==> config.mk <==
export PLATFORM = sky130hd
export DESIGN_NAME = nic_csr_bank
export DESIGN_NICKNAME = d
export VERILOG_FILES = /design/src/rtl/nic_csr_pkg.sv /design/src/rtl/nic_csr_sel.sv /design/src/rtl/nic_csr_ctl.sv /design/src/rtl/nic_csr_cfg.sv /design/src/rtl/nic_csr_bank.sv
export SDC_FILE = /design/constraint.sdc
export NUM_CORES = 1
export LEC_CHECK = 0
export CAP_MARGIN = 30
export CORE_MARGIN = 2
export CORE_UTILIZATION = 41
export CTS_BUF_LIST = sky130_fd_sc_hd__clkbuf_2 sky130_fd_sc_hd__clkbuf_4 sky130_fd_sc_hd__clkbuf_8
export DETAILED_ROUTE_END_ITERATION = 6
export PLACE_DENSITY = 0.88
export SLEW_MARGIN = 20
export SYNTH_ARGS = -nofsm -noshare
export SYNTH_HDL_FRONTEND = slang
export SYNTH_SLANG_ARGS = --single-unit
==> constraint.sdc <==
create_clock -name clk -period 1.6 [get_ports clk]
set_input_delay 0.24 -clock clk [delete_from_list [all_inputs] [get_ports clk]]
set_output_delay 0.24 -clock clk [all_outputs]
set_load 0.02 [all_outputs]
==> src/rtl/nic_csr_pkg.sv <==
package nic_csr_pkg;

   localparam int unsigned CSR_W   = 16;
   localparam int unsigned SEL_W   = 2;
   localparam int unsigned EVT_N   = 7;
   localparam int unsigned EVT_LSB = 8;

   typedef enum logic [SEL_W-1:0] {
      SEL_CTL    = 2'd0,
      SEL_ADR_LO = 2'd1,
      SEL_ADR_HI = 2'd2,
      SEL_BUS    = 2'd3
   } csr_sel_e;

   // command / status positions in the control word
   localparam int unsigned B_INIT  = 0;
   localparam int unsigned B_START = 1;
   localparam int unsigned B_STOP  = 2;
   localparam int unsigned B_TDMD  = 3;
   localparam int unsigned B_TXON  = 4;
   localparam int unsigned B_RXON  = 5;
   localparam int unsigned B_IEN   = 6;
   localparam int unsigned B_PEND  = 7;
   localparam int unsigned B_ERR   = 15;

   // event strobe indices (flag bit = EVT_LSB + index)
   localparam int unsigned EV_IDONE = 0;
   localparam int unsigned EV_TX    = 1;
   localparam int unsigned EV_RX    = 2;
   localparam int unsigned EV_MEM   = 3;

endpackage

==> src/rtl/nic_csr_sel.sv <==
module nic_csr_sel #(
   parameter int unsigned SEL_W = 2
) (
   input  logic             clk,
   input  logic             rst_n,
   input  logic             load,
   input  logic [SEL_W-1:0] din,
   output logic [SEL_W-1:0] sel_q
);

   always_ff @(posedge clk or negedge rst_n) begin
      if (!rst_n) begin
         sel_q <= '0;
      end else if (load) begin
         sel_q <= din;
      end
   end

endmodule

==> src/rtl/nic_csr_ctl.sv <==
module nic_csr_ctl
   import nic_csr_pkg::*;
#(
   parameter int unsigned DATA_W = 16,
   parameter int unsigned EVT_N  = 7
) (
   input  logic              clk,
   input  logic              rst_n,
   input  logic              wr,
   input  logic [3:0]        wr_cmd,
   input  logic              wr_ien,
   input  logic [EVT_N-1:0]  wr_clr,
   input  logic [EVT_N-1:0]  evt,
   output logic [DATA_W-1:0] word,
   output logic              stopped,
   output logic              cmd_init,
   output logic              cmd_tdmd,
   output logic              irq
);

   logic             init_q, start_q, stop_q, tdmd_q;
   logic             txon_q, rxon_q, ien_q;
   logic [EVT_N-1:0] flag_q;
   logic             stop_w, start_w, init_w, tdmd_w;
   logic             err_sum, pend;

   assign stop_w  = wr & wr_cmd[B_STOP];
   assign start_w = wr & wr_cmd[B_START];
   assign init_w  = wr & wr_cmd[B_INIT];
   assign tdmd_w  = wr & wr_cmd[B_TDMD];

   always_ff @(posedge clk or negedge rst_n) begin
      if (!rst_n) begin
         init_q  <= 1'b0;
         start_q <= 1'b0;
         stop_q  <= 1'b1;
         tdmd_q  <= 1'b0;
         txon_q  <= 1'b0;
         rxon_q  <= 1'b0;
      end else if (stop_w) begin
         init_q  <= 1'b0;
         start_q <= 1'b0;
         stop_q  <= 1'b1;
         tdmd_q  <= 1'b0;
         txon_q  <= 1'b0;
         rxon_q  <= 1'b0;
      end else begin
         if (start_w) begin
            start_q <= 1'b1;
            stop_q  <= 1'b0;
            txon_q  <= 1'b1;
            rxon_q  <= 1'b1;
         end
         if (init_w) begin
            init_q <= 1'b1;
            stop_q <= 1'b0;
         end else if (evt[EV_IDONE]) begin
            init_q <= 1'b0;
         end
         if (tdmd_w) begin
            tdmd_q <= 1'b1;
         end else if (evt[EV_TX]) begin
            tdmd_q <= 1'b0;
         end
      end
   end

   always_ff @(posedge clk or negedge rst_n) begin
      if (!rst_n) begin
         ien_q <= 1'b0;
      end else if (wr) begin
         ien_q <= wr_ien;
      end
   end

   // one sticky flag per event source
   for (genvar k = 0; k < EVT_N; k++) begin : g_flag
      always_ff @(posedge clk or negedge rst_n) begin
         if (!rst_n) begin
            flag_q[k] <= 1'b0;
         end else if (stop_w) begin
            flag_q[k] <= 1'b0;
         end else if (evt[k]) begin
            flag_q[k] <= 1'b1;
         end else if (wr && wr_clr[k]) begin
            flag_q[k] <= 1'b0;
         end
      end
   end

   assign err_sum = |flag_q[EVT_N-1:EV_MEM];
   assign pend    = err_sum | (|flag_q[EV_MEM-1:0]);

   always_comb begin
      word                    = '0;
      word[B_INIT]            = init_q;
      word[B_START]           = start_q;
      word[B_STOP]            = stop_q;
      word[B_TDMD]            = tdmd_q;
      word[B_TXON]            = txon_q;
      word[B_RXON]            = rxon_q;
      word[B_IEN]             = ien_q;
      word[B_PEND]            = pend;
      word[EVT_LSB +: EVT_N]  = flag_q;
      word[B_ERR]             = err_sum;
   end

   assign stopped  = stop_q;
   assign cmd_init = init_q;
   assign cmd_tdmd = tdmd_q;
   assign irq      = ien_q & pend;

endmodule

==> src/rtl/nic_csr_cfg.sv <==
module nic_csr_cfg
   import nic_csr_pkg::*;
#(
   parameter int unsigned DATA_W = 16,
   parameter int unsigned HI_W   = 8,
   parameter int unsigned MODE_W = 3,
   localparam int unsigned ADDR_W = DATA_W + HI_W
) (
   input  logic              clk,
   input  logic              rst_n,
   input  logic              wr,
   input  logic              allow,
   input  logic [1:0]        sel,
   input  logic [DATA_W-1:0] wdata,
   output logic [DATA_W-1:0] lo_word,
   output logic [DATA_W-1:0] hi_word,
   output logic [DATA_W-1:0] bus_word,
   output logic [ADDR_W-1:0] init_addr,
   output logic [MODE_W-1:0] bus_mode
);

   logic [DATA_W-1:1] lo_q;
   logic [HI_W-1:0]   hi_q;
   logic [MODE_W-1:0] mode_q;
   logic              wr_ok;

   assign wr_ok = wr & allow;

   always_ff @(posedge clk or negedge rst_n) begin
      if (!rst_n) begin
         lo_q   <= '0;
         hi_q   <= '0;
         mode_q <= '0;
      end else if (wr_ok) begin
         case (csr_sel_e'(sel))
            SEL_ADR_LO: lo_q   <= wdata[DATA_W-1:1];
            SEL_ADR_HI: hi_q   <= wdata[HI_W-1:0];
            SEL_BUS:    mode_q <= wdata[MODE_W-1:0];
            default:    ;
         endcase
      end
   end

   assign lo_word   = {lo_q, 1'b0};
   assign hi_word   = {{(DATA_W-HI_W){1'b0}}, hi_q};
   assign bus_word  = {{(DATA_W-MODE_W){1'b0}}, mode_q};
   assign init_addr = {hi_q, lo_q, 1'b0};
   assign bus_mode  = mode_q;

endmodule

==> src/rtl/nic_csr_bank.sv <==
module nic_csr_bank
   import nic_csr_pkg::*;
#(
   parameter int unsigned DATA_W = 16,
   parameter int unsigned HI_W   = 8,
   parameter int unsigned MODE_W = 3,
   parameter int unsigned EVT_N  = 7,
   localparam int unsigned ADDR_W = DATA_W + HI_W
) (
   input  logic              clk,
   input  logic              rst_n,
   input  logic              bus_sel_addr,
   input  logic              bus_sel_data,
   input  logic              bus_wr,
   input  logic [DATA_W-1:0] bus_wdata,
   output logic [DATA_W-1:0] bus_rdata,
   input  logic [EVT_N-1:0]  evt_strobe,
   output logic              stopped,
   output logic              cmd_init,
   output logic              cmd_tdmd,
   output logic              irq,
   output logic [ADDR_W-1:0] init_addr,
   output logic [MODE_W-1:0] bus_mode
);

   // elaboration-time parameter checks
   if (DATA_W != CSR_W) begin : g_bad_width
      $error("nic_csr_bank: DATA_W must be %0d", CSR_W);
   end
   if (EVT_N != EVT_LSB - 1) begin : g_bad_evt
      $error("nic_csr_bank: EVT_N must fill bits %0d..%0d", EVT_LSB, B_ERR - 1);
   end
   if (HI_W == 0 || HI_W >= DATA_W) begin : g_bad_hi
      $error("nic_csr_bank: HI_W out of range");
   end
   if (MODE_W == 0 || MODE_W > B_TXON) begin : g_bad_mode
      $error("nic_csr_bank: MODE_W out of range");
   end

   logic              wr_addr, wr_data, wr_ctl, wr_cfg;
   logic [SEL_W-1:0]  sel_q;
   logic [DATA_W-1:0] ctl_word, lo_word, hi_word, bus_word;

   assign wr_addr = bus_wr & bus_sel_addr;
   assign wr_data = bus_wr & bus_sel_data & ~bus_sel_addr;
   assign wr_ctl  = wr_data & (sel_q == SEL_CTL);
   assign wr_cfg  = wr_data & (sel_q != SEL_CTL);

   nic_csr_sel #(.SEL_W(SEL_W)) sel_i (
      .clk   (clk),
      .rst_n (rst_n),
      .load  (wr_addr),
      .din   (bus_wdata[SEL_W-1:0]),
      .sel_q (sel_q)
   );

   nic_csr_ctl #(.DATA_W(DATA_W), .EVT_N(EVT_N)) ctl_i (
      .clk      (clk),
      .rst_n    (rst_n),
      .wr       (wr_ctl),
      .wr_cmd   (bus_wdata[B_TDMD:B_INIT]),
      .wr_ien   (bus_wdata[B_IEN]),
      .wr_clr   (bus_wdata[EVT_LSB +: EVT_N]),
      .evt      (evt_strobe),
      .word     (ctl_word),
      .stopped  (stopped),
      .cmd_init (cmd_init),
      .cmd_tdmd (cmd_tdmd),
      .irq      (irq)
   );

   nic_csr_cfg #(.DATA_W(DATA_W), .HI_W(HI_W), .MODE_W(MODE_W)) cfg_i (
      .clk       (clk),
      .rst_n     (rst_n),
      .wr        (wr_cfg),
      .allow     (stopped),
      .sel       (sel_q),
      .wdata     (bus_wdata),
      .lo_word   (lo_word),
      .hi_word   (hi_word),
      .bus_word  (bus_word),
      .init_addr (init_addr),
      .bus_mode  (bus_mode)
   );

   always_comb begin
      if (bus_sel_addr) begin
         bus_rdata = {{(DATA_W-SEL_W){1'b0}}, sel_q};
      end else begin
         case (csr_sel_e'(sel_q))
            SEL_CTL:    bus_rdata = ctl_word;
            SEL_ADR_LO: bus_rdata = lo_word;
            SEL_ADR_HI: bus_rdata = hi_word;
            default:    bus_rdata = bus_word;
         endcase
      end
   end

endmodule

# Yosys cells after proc, flatten, opt, wreduce, memory -nomap -nowiden
# Index checks and enable logic that the tools add are counted.
[totals]
register_bits = 40
in_bits = 28
[classes]
n_eq_ne = 3
n_mux = 34
bitwise = 13
reduce_logical = 25
[ops]
columns = ["op", "count"]
rows = [
  ["16-bit one-hot mux with 3 select lines", 1],
  ["1-bit two-way mux", 32],
  ["3-bit nonzero test", 10],
  ["16-bit two-way mux", 1],
  ["1-bit AND", 11],
  ["1-bit logical AND", 7],
  ["2-bit AND reduction", 3],
  ["2-bit == test, second input constant", 2],
  ["2-bit nonzero test", 2],
  ["4-bit OR reduction", 1],
  ["3-bit OR reduction", 1],
  ["2-bit by 1-bit == test with 1-bit output, second input constant", 1],
  ["2-bit zero test", 1],
  ["1-bit inverter", 1],
  ["1-bit OR", 1],
]

# Longest topological paths before layout
# Gate-level depths: netlist (run 1).
[depth]
word_depth = 7
mapped_depth = 6
mapped_depth_nobuf = 3

# Cells and area by module
# Synthesis (run 1) repeated with hierarchy kept, for this count alone.
[unflattened]
hier_cells = 216
hier_area_um2 = 2628.8
[by_module_without_submodules]
columns = ["mod", "n_inst", "cells_each", "area_each_um2"]
rows = [
  ["nic_csr_cfg", 1, 106, 1408.9],
  ["nic_csr_ctl", 1, 57, 595.6],
  ["nic_csr_bank", 1, 49, 551.8],
  ["nic_csr_sel", 1, 4, 72.6],
]

# Worst setup path before layout (run 1)
# Ideal clock, no wire load.
[synth_timing]
kind = "register -> output"
from = "register sel_i.sel_q[0]"
to = "output port bus_rdata[1]"
arrival_time_ps = 1410
required_ps = 1360
slack_ps = -50
stages_incl_launch_ff = 5
path_cell_list = "dfrtp_1 -> clkbuf_1 -> buf_2 -> a21boi_0 -> o31ai_1"
[synth_between]
elab_chain_len = 3
word_cells_on_any_way = 5
[synth_rtl]
columns = ["item", "line", "source"]
rows = [
  ["start: declaration", "nic_csr_sel.sv:8", "output logic [SEL_W-1:0] sel_q"],
  ["start signal: assignment", "nic_csr_sel.sv:15", "sel_q <= din;"],
  ["2-bit == test, or another cell as far along", "nic_csr_bank.sv:90", "case (csr_sel_e'(sel_q))"],
  ["16-bit one-hot mux with 3 select lines *", "nic_csr_bank.sv:90", ""],
  ["16-bit two-way mux *", "nic_csr_bank.sv:87", "if (bus_sel_addr) begin"],
  ["end: declaration", "nic_csr_bank.sv:16", "output logic [DATA_W-1:0] bus_rdata,"],
]
# Mark *: on every way between the ends. The rest lies on a longest branch, timed or not.

# Worst setup path in the final report (run 1)
[layout_timing]
from = "register ctl_i.flag_q[3] (netlist: ctl_i.word[11])"
to = "output port bus_rdata[7]"
[layout_between]
elab_chain_len = 4
[layout_rtl]
columns = ["item", "line", "source"]
rows = [
  ["start: declaration", "nic_csr_ctl.sv:23", "logic [EVT_N-1:0] flag_q;"],
  ["start signal: indexed assignment", "nic_csr_ctl.sv:80", "flag_q[k] <= 1'b0;"],
  ["start signal: indexed assignment", "nic_csr_ctl.sv:82", "flag_q[k] <= 1'b0;"],
  ["start signal: indexed assignment", "nic_csr_ctl.sv:84", "flag_q[k] <= 1'b1;"],
  ["4-bit OR reduction", "nic_csr_ctl.sv:91", "assign err_sum = |flag_q[EVT_N-1:EV_MEM];"],
  ["1-bit OR", "nic_csr_ctl.sv:92", "assign pend = err_sum | (|flag_q[EV_MEM-1:0]);"],
  ["16-bit one-hot mux with 3 select lines", "nic_csr_bank.sv:90", ""],
  ["16-bit two-way mux", "nic_csr_bank.sv:87", ""],
]
# No other way between the ends.

==> flow_metrics.py, run 1 <==
metrics = {
    "place": {
        "numPortBuffers": 73,
        "routabilityCongestion": 0.8835,
        "placedCellCount": 338,
        "dp_hpwl_um": 4298,
        "dpl_cell_area_sq_um": 3123,
        "place_ws_ps": -698.1,
    },
    "floorplan": {
        "die_x_um": 74.34,
        "rows": 25,
        "die_h_um": 74.34,
        "initial_core_util": 0.4266,
        "die_area_sq_um": 5526,
        "coreArea_sq_um": 4755,
        "io_pins": 75,
    },
    "sta": {
        "drv_slew": 0,
        "rsz0062_at_grt": "true",
        "fmax_mhz": 483.2,
        "final-hold-violation-count": 0,
        "setup_violations": 27,
        "timing.final.ws_setup_ps": -469.3,
        "hold-worst-slack_ps": 444.5,
        "fin_skew_ps": 2.940,
        "period_minus_slack_ps": 2069,
        "timing.final.crit_share": 1.293,
    },
    "logic_synthesis": {
        "ys_types": 41,
        "yosys_warnings": 0,
        "syn-cell-area_sq_um": 2028,
        "ys_ff_latch": 40,
        "synth_sequential_area_ratio": 0.4941,
        "netlist_instances": 171,
        "ys_async_sr_fraction": 1.000,
        "postSynthNetCount": 199,
        "synth_edf_count": 0,
        "syn_avg_cell_area_sq_um": 11.86,
        "synth_flop_cell": "dfrtp_1",
    },
    "cells_and_area": {
        "drive_above_1_share": 0.5101,
        "area_growth_pct": 84.08,
        "final_nets": 325,
        "post_layout_nonfiller_instances": 365,
        "stdcell_area_sq_um": 3734,
        "n_antenna_cell": 0,
    },
    "clock_network": {
        "root_buffer": "clkbuf_8",
        "cts_tree": "done",
        "cts_max_path_buffers": 2,
        "worstSkewPairLatency_ps": 300,
        "numCtsBuffers": 5,
        "h-tree-depth": 2,
        "cts.sinks": 40,
        "clk_pin_slew_ps": 80,
    },
    "run_status": {
        "violations": "setup timing",
        "status": "finished with violations",
    },
    "power_and_ir_drop": {
        "powerDensity_nw_per_um2": 1252,
        "peakVddDrop_uv": 811.9,
        "total_leakage_power_uw": 0.001849,
    },
    "worst_setup_path": {
        "crit_type": "register to primary output",
        "cp_data_required_time_ps": 1360,
        "cp_max_fo": 3,
        "startpoint_type": "register",
        "cp_data_arrival_time_ps": 1830,
        "end_kind": "primary output",
    },
    "drt": {
        "final_antenna_net_count": 0,
        "vias": 1918,
        "avgRoutedWirePerCell_um": 19.04,
        "drt_first_pass_iters": 4,
        "drc": 0,
        "wl_um": 6951,
        "viasPerCell": 5.255,
        "drt_iter0_drc": 146,
    },
    "global_route": {
        "grt_overflow": 0,
        "grt_pass1_vias": 1953,
        "antenna_found_initial": 0,
        "grt_pass1_wl_um": 9618,
        "grt_max_degree": 41,
        "grt_use_total": 0.2335,
    },
    "hold_path": {
        "hp-class": "input port to async pin",
    },
    "run": {
        "maxCapViolCount": 0,
    },
}
## timing repair
item / CTS / global route
setup buffers: 10 / 11
gates resized for setup: 128 / 72
setup endpoints to repair: 64 / 52
hold buffers: 1 / 0
hold endpoints to repair: 39 / 0
pin swaps: 5 / 12
## synth_stat cells, drive strengths merged, types with 2 or more instances
library cell  number  area [sq um]
a21o               3         22.52
a21oi              5         25.02
a311oi             7         61.31
a32oi              2         17.52
and3               2         12.51
buf               10         73.81
clkbuf             3         11.26
dfrtp             39         975.9
inv                7         26.28
mux2              30         375.4
mux2i             10         100.1
nand2              8         30.03
nor2              20         75.07
nor2b              2         12.51
or2                3         18.77
## cell type report
cell class / count / area [sq um]
timing repair buffer: 132 / 1341
multi-input combinational: 111 / 1166
fill: 274 / 1021
sequential: 40 / 1005
tap: 67 / 83.83
clock buffer: 5 / 68.82
clock inverter: 3 / 42.54
inverter: 7 / 26.28
## power by group
| group | switching, uW | leakage [uW] | internal, uW | total (uW) |
|---|---|---|---|---|
| Clock | 377 | 0.0000541 | 462 | 838 |
| Combinational | 998 | 0.00130 | 1330 | 2330 |
| Sequential | 229 | 0.000493 | 1280 | 1510 |
## cell families (layout without fill, tap and decap cells)
kind of cell / after synthesis / count (layout) / synth area share
AOI/OAI and AO/OA: 27 / 27 / 0.1024
buffers and inverters: 20 / 147 / 0.05490
DFF: 40 / 40 / 0.4941
muxes: 41 / 41 / 0.2455
other: 1 / 1 / 0.001849
and+or+nand+nor: 42 / 42 / 0.1012
## metal layers
layer | part of all wire | track usage
met5 | 0 | 0
met4 | 0.018 | 0.09127
met3 | 0.052 | 0.05149
met2 | 0.54 | 0.4107
met1 | 0.39 | 0.2794
## critical path, stage by stage (launching register included)
cell and delay [ps]:
dfrtp_1 410, or4_4 590, o41ai_4 280, a21oi_2 100, buf_6 140
## path summary, 6_finish.rpt
check | startpoint | endpoint | slack (ps) | cells after the start
hold reg to reg | cfg_i.lo_q[15] | cfg_i.lo_q[15] | 570 | 1
setup / recovery | ctl_i.word[11] | bus_rdata[7] | -470 | 4
min in group clk | evt_strobe[4] | ctl_i.word[12] | 550 | 3
max in group asynchronous | rst_n | ctl_i.stopped | 890 | 3
hold / removal | rst_n | cfg_i.lo_q[11] | 440 | 3
setup reg to reg | sel_i.sel_q[0] | cfg_i.hi_q[3] | -260 | 9
## metrics by stage
| stage | total power [uW] | setup TNS (ps) | utilization |
|---|---|---|---|
| floorplan | 2381 | 0 | - |
| global placement | 3380 | -22500 | 0.6568 |
| detailed placement | 3437 | -23440 | 0.6568 |
| CTS | 4333 | -3928 | 0.7134 |
| global route | 4876 | -8369 | 0.7853 |
| finish | 4674 | -7027 | 0.7853 |
## registers in the layout (all words and copies together), names as in the netlist
signal          count
ctl_i.word          7
ctl_i.stopped       1
cfg_i.bus_mode      3
ctl_i.cmd_init      1
sel_i.sel_q         2
cfg_i.lo_q         15
ctl_i.ien_q         1
ctl_i.cmd_tdmd      1
cfg_i.hi_q          8
ctl_i.start_q       1
## cells in the final DEF (no fill, tap or decap), drive strengths merged, types with 2 or more instances in the layout
cell,n
a32oi,2
inv,7
or2,3
buf,76
nand2,8
clkdlybuf4s50,35
a311oi,7
dfrtp,39
nor2b,2
nor2,20
mux2i,10
a21oi,5
dlygate4sd2,10
a21o,3
dlymetal6s2s,10
and3,2
mux2,30
clkbuf,5
No activity file was read; power rests on OpenSTA's default activity.
==> run 2, diff against run 1 <==
- CORE_MARGIN: 2 -> not set
- GPL_TIMING_DRIVEN: not set -> 0
==> run 2 against run 1 <==
  * The flow still finishes with violations (setup timing)
  * Core utilization is 6.0 points lower
  * Power is 9.1% lower
  * Sequential power about the same
  * Clock-buffer cell count grew 2
  * First-iteration DRC count decreased by 38%
  * Die area shrank 5.3%
==> flow_metrics.py, run 2 (same netlist as run 1, synthesis figures left out) <==
metrics = {
    "run_status": {
        "status": "finished with violations",
        "violations": "setup timing",
    },
    "cells_and_area": {
        "area_growth_pct": 70.02,
        "post_layout_nonfiller_instances": 337,
        "largest_reg_flops": 15,
        "most-common-layout-cells": "44 x clkdlybuf4s50_1, 37 x dfrtp_1, 21 x buf_6, 18 x mux2_4, 14 x buf_4",
        "top_register": "cfg_i.lo_q",
        "drive_above_1_share": 0.4148,
        "n_antenna_cell": 0,
        "layout.cells.most_common": "clkdlybuf4s50_1",
        "fillers": 328,
        "final_nets": 297,
    },
    "clock_network": {
        "clk_pin_slew_ps": 90,
        "root_buffer": "clkbuf_8",
        "cts_tree": "done",
        "cts.sinks": 40,
        "numCtsBuffers": 5,
        "h-tree-depth": 2,
        "cts_max_path_buffers": 2,
        "worstSkewPairLatency_ps": 300,
    },
    "place": {
        "place_ws_ps": -830.4,
        "routabilityCongestion": 0.7438,
        "numPortBuffers": 73,
        "dp_hpwl_um": 3738,
        "placedCellCount": 312,
    },
    "floorplan": {
        "initial_core_util": 0.4266,
        "die_h_um": 72.34,
        "rows": 25,
        "io_pins": 75,
        "die_area_sq_um": 5232,
        "die_x_um": 72.34,
        "coreArea_sq_um": 4755,
    },
    "sta": {
        "rsz0062_at_grt": "true",
        "timing.final.ws_setup_ps": -411.4,
        "period_minus_slack_ps": 2011,
        "fin_skew_ps": 14.10,
        "timing.final.crit_share": 1.257,
        "setup_violations": 19,
        "drv_slew": 0,
        "final-hold-violation-count": 0,
        "fmax_mhz": 497.2,
    },
    "worst_setup_path": {
        "cp_max_fo": 3,
        "startpoint_type": "register",
        "cp_data_arrival_time_ps": 1770,
        "r2r_slack_ps": -10,
        "r2r_cells": 5,
        "cp_data_required_time_ps": 1360,
        "r2r_start": "ctl_i.stopped",
        "crit_type": "register to primary output",
        "cp_slowest_cell": "or4_4",
        "end_kind": "primary output",
        "max_stage_delay_ps": 580,
        "r2r-end": "cfg_i.lo_q[5]",
        "path_cells": "or4_4 > o41a_1 > buf_6",
    },
    "global_route": {
        "grt_pass1_vias": 1806,
        "grt_max_degree": 24,
        "grt_pass1_wl_um": 9190,
        "grt_use_total": 0.2387,
        "antenna_found_initial": 0,
        "grt_overflow": 0,
    },
    "run": {
        "maxCapViolCount": 0,
    },
    "drt": {
        "final_antenna_net_count": 0,
        "avgRoutedWirePerCell_um": 18.90,
        "drc": 0,
        "drt_iter0_drc": 90,
        "vias": 1762,
        "viasPerCell": 5.228,
        "drt_first_pass_iters": 4,
        "wl_um": 6368,
    },
    "power_and_ir_drop": {
        "powerDensity_nw_per_um2": 1232,
        "power.share.switching": 0.3528,
        "peakVddDrop_uv": 807.7,
        "power_switching_uw": 1499,
        "total_leakage_power_uw": 0.001625,
        "clkPwrFrac": 0.163,
        "seqPwrFrac": 0.364,
        "power_frac_comb": 0.473,
        "p_int_uw": 2749,
    },
    "hold_path": {
        "hp-class": "input port to async pin",
    },
}
[run 2: changes by cell type in the layout (fill, tap and decap cells not counted), sizes merged]
| cell | before | now |
|---|---|---|
| clkbuf | 5 | 11 |
| clkdlybuf4s50 | 35 | 44 |
| buf | 76 | 44 |
| bufinv | 1 | 0 |
| clkinvlp | 1 | 0 |
| dlygate4sd2 | 10 | 4 |
| dlymetal6s2s | 10 | 7 |
[run 2: layout make-up]
type | count | area, sq um | share of cell area
Buffer | 10 | 112.6 | 0.03266
Clock buffer | 7 | 83.83 | 0.02431
Clock inverter | 1 | 5.005 | 0.001451
Inverter | 7 | 26.28 | 0.007620
Multi-Input combinational cell | 111 | 1122 | 0.3255
Sequential cell | 40 | 1005 | 0.2914
Tap cell | 67 | 83.83 | 0.02431
Timing Repair Buffer | 94 | 1010 | 0.2928
[run 2: metal layers]
| metal | global-route usage | wire (um) | up-vias |
|---|---|---|---|
| met4 | 0.1068 | 108 | 0 |
| met5 | 0 | 0 | - |
| met1 | 0.2880 | 2546 | 879 |
| li1 | - | - | 808 |
| met2 | 0.4112 | 3393 | 67 |
| met3 | 0.04861 | 320 | 8 |
[run 2: through the flow]
stage / hold slack [ps] / util / cell area [sq um] / setup TNS (ps) / total power (uW)
global placement: 486.6 / 0.6047 / 2875 / -49820 / 3143
CTS: 442.8 / 0.6824 / 3244 / -3607 / 4055
finish: 431.9 / 0.7253 / 3448 / -4013 / 4248
floorplan: -55.59 / - / 2061 / 0 / 2381
global route: 458.7 / 0.7253 / 3448 / -5060 / 4443
detailed placement: 215.0 / 0.6095 / 2898 / -24320 / 3184
[run 2: critical path, delay by kind of cell, from the launching register on]
family	cells	cell delay, ps
AOI/OAI and AO/OA	1	360
DFF	1	390
buffers and inverters	1	150
and+or+nand+nor	1	580
[run 2: repair_timing]
action	4_1_cts	5_1_grt
hold buffers	1	0
cloned	1	1
setup endpoints to repair	47	37
pin swaps	3	6
gates resized for setup	124	46
buffers inserted	11	6
hold endpoints to repair	17	0
[run 2: worst max-delay path by stage]
stage | startpoint | to | cells past startpoint
floorplan | ctl_i.word[13] | bus_rdata[7] | 3
global placement | bus_sel_addr | bus_rdata[0] | 5
detailed placement | bus_sel_addr | bus_rdata[0] | 5
CTS | ctl_i.word[11] | bus_rdata[7] | 4
global route | ctl_i.word[12] | bus_rdata[15] | 5
finish | ctl_i.word[12] | irq | 3
[run 2: power by group through the flow]
stage               Sequential, uW  Clock, uW  Combinational (uW)
floorplan                     1740          0                 640
global placement              1490          0                1650
detailed placement            1500          0                1680
CTS                           1510        699                1850
global route                  1580        754                2110
finish                        1540        694                2010
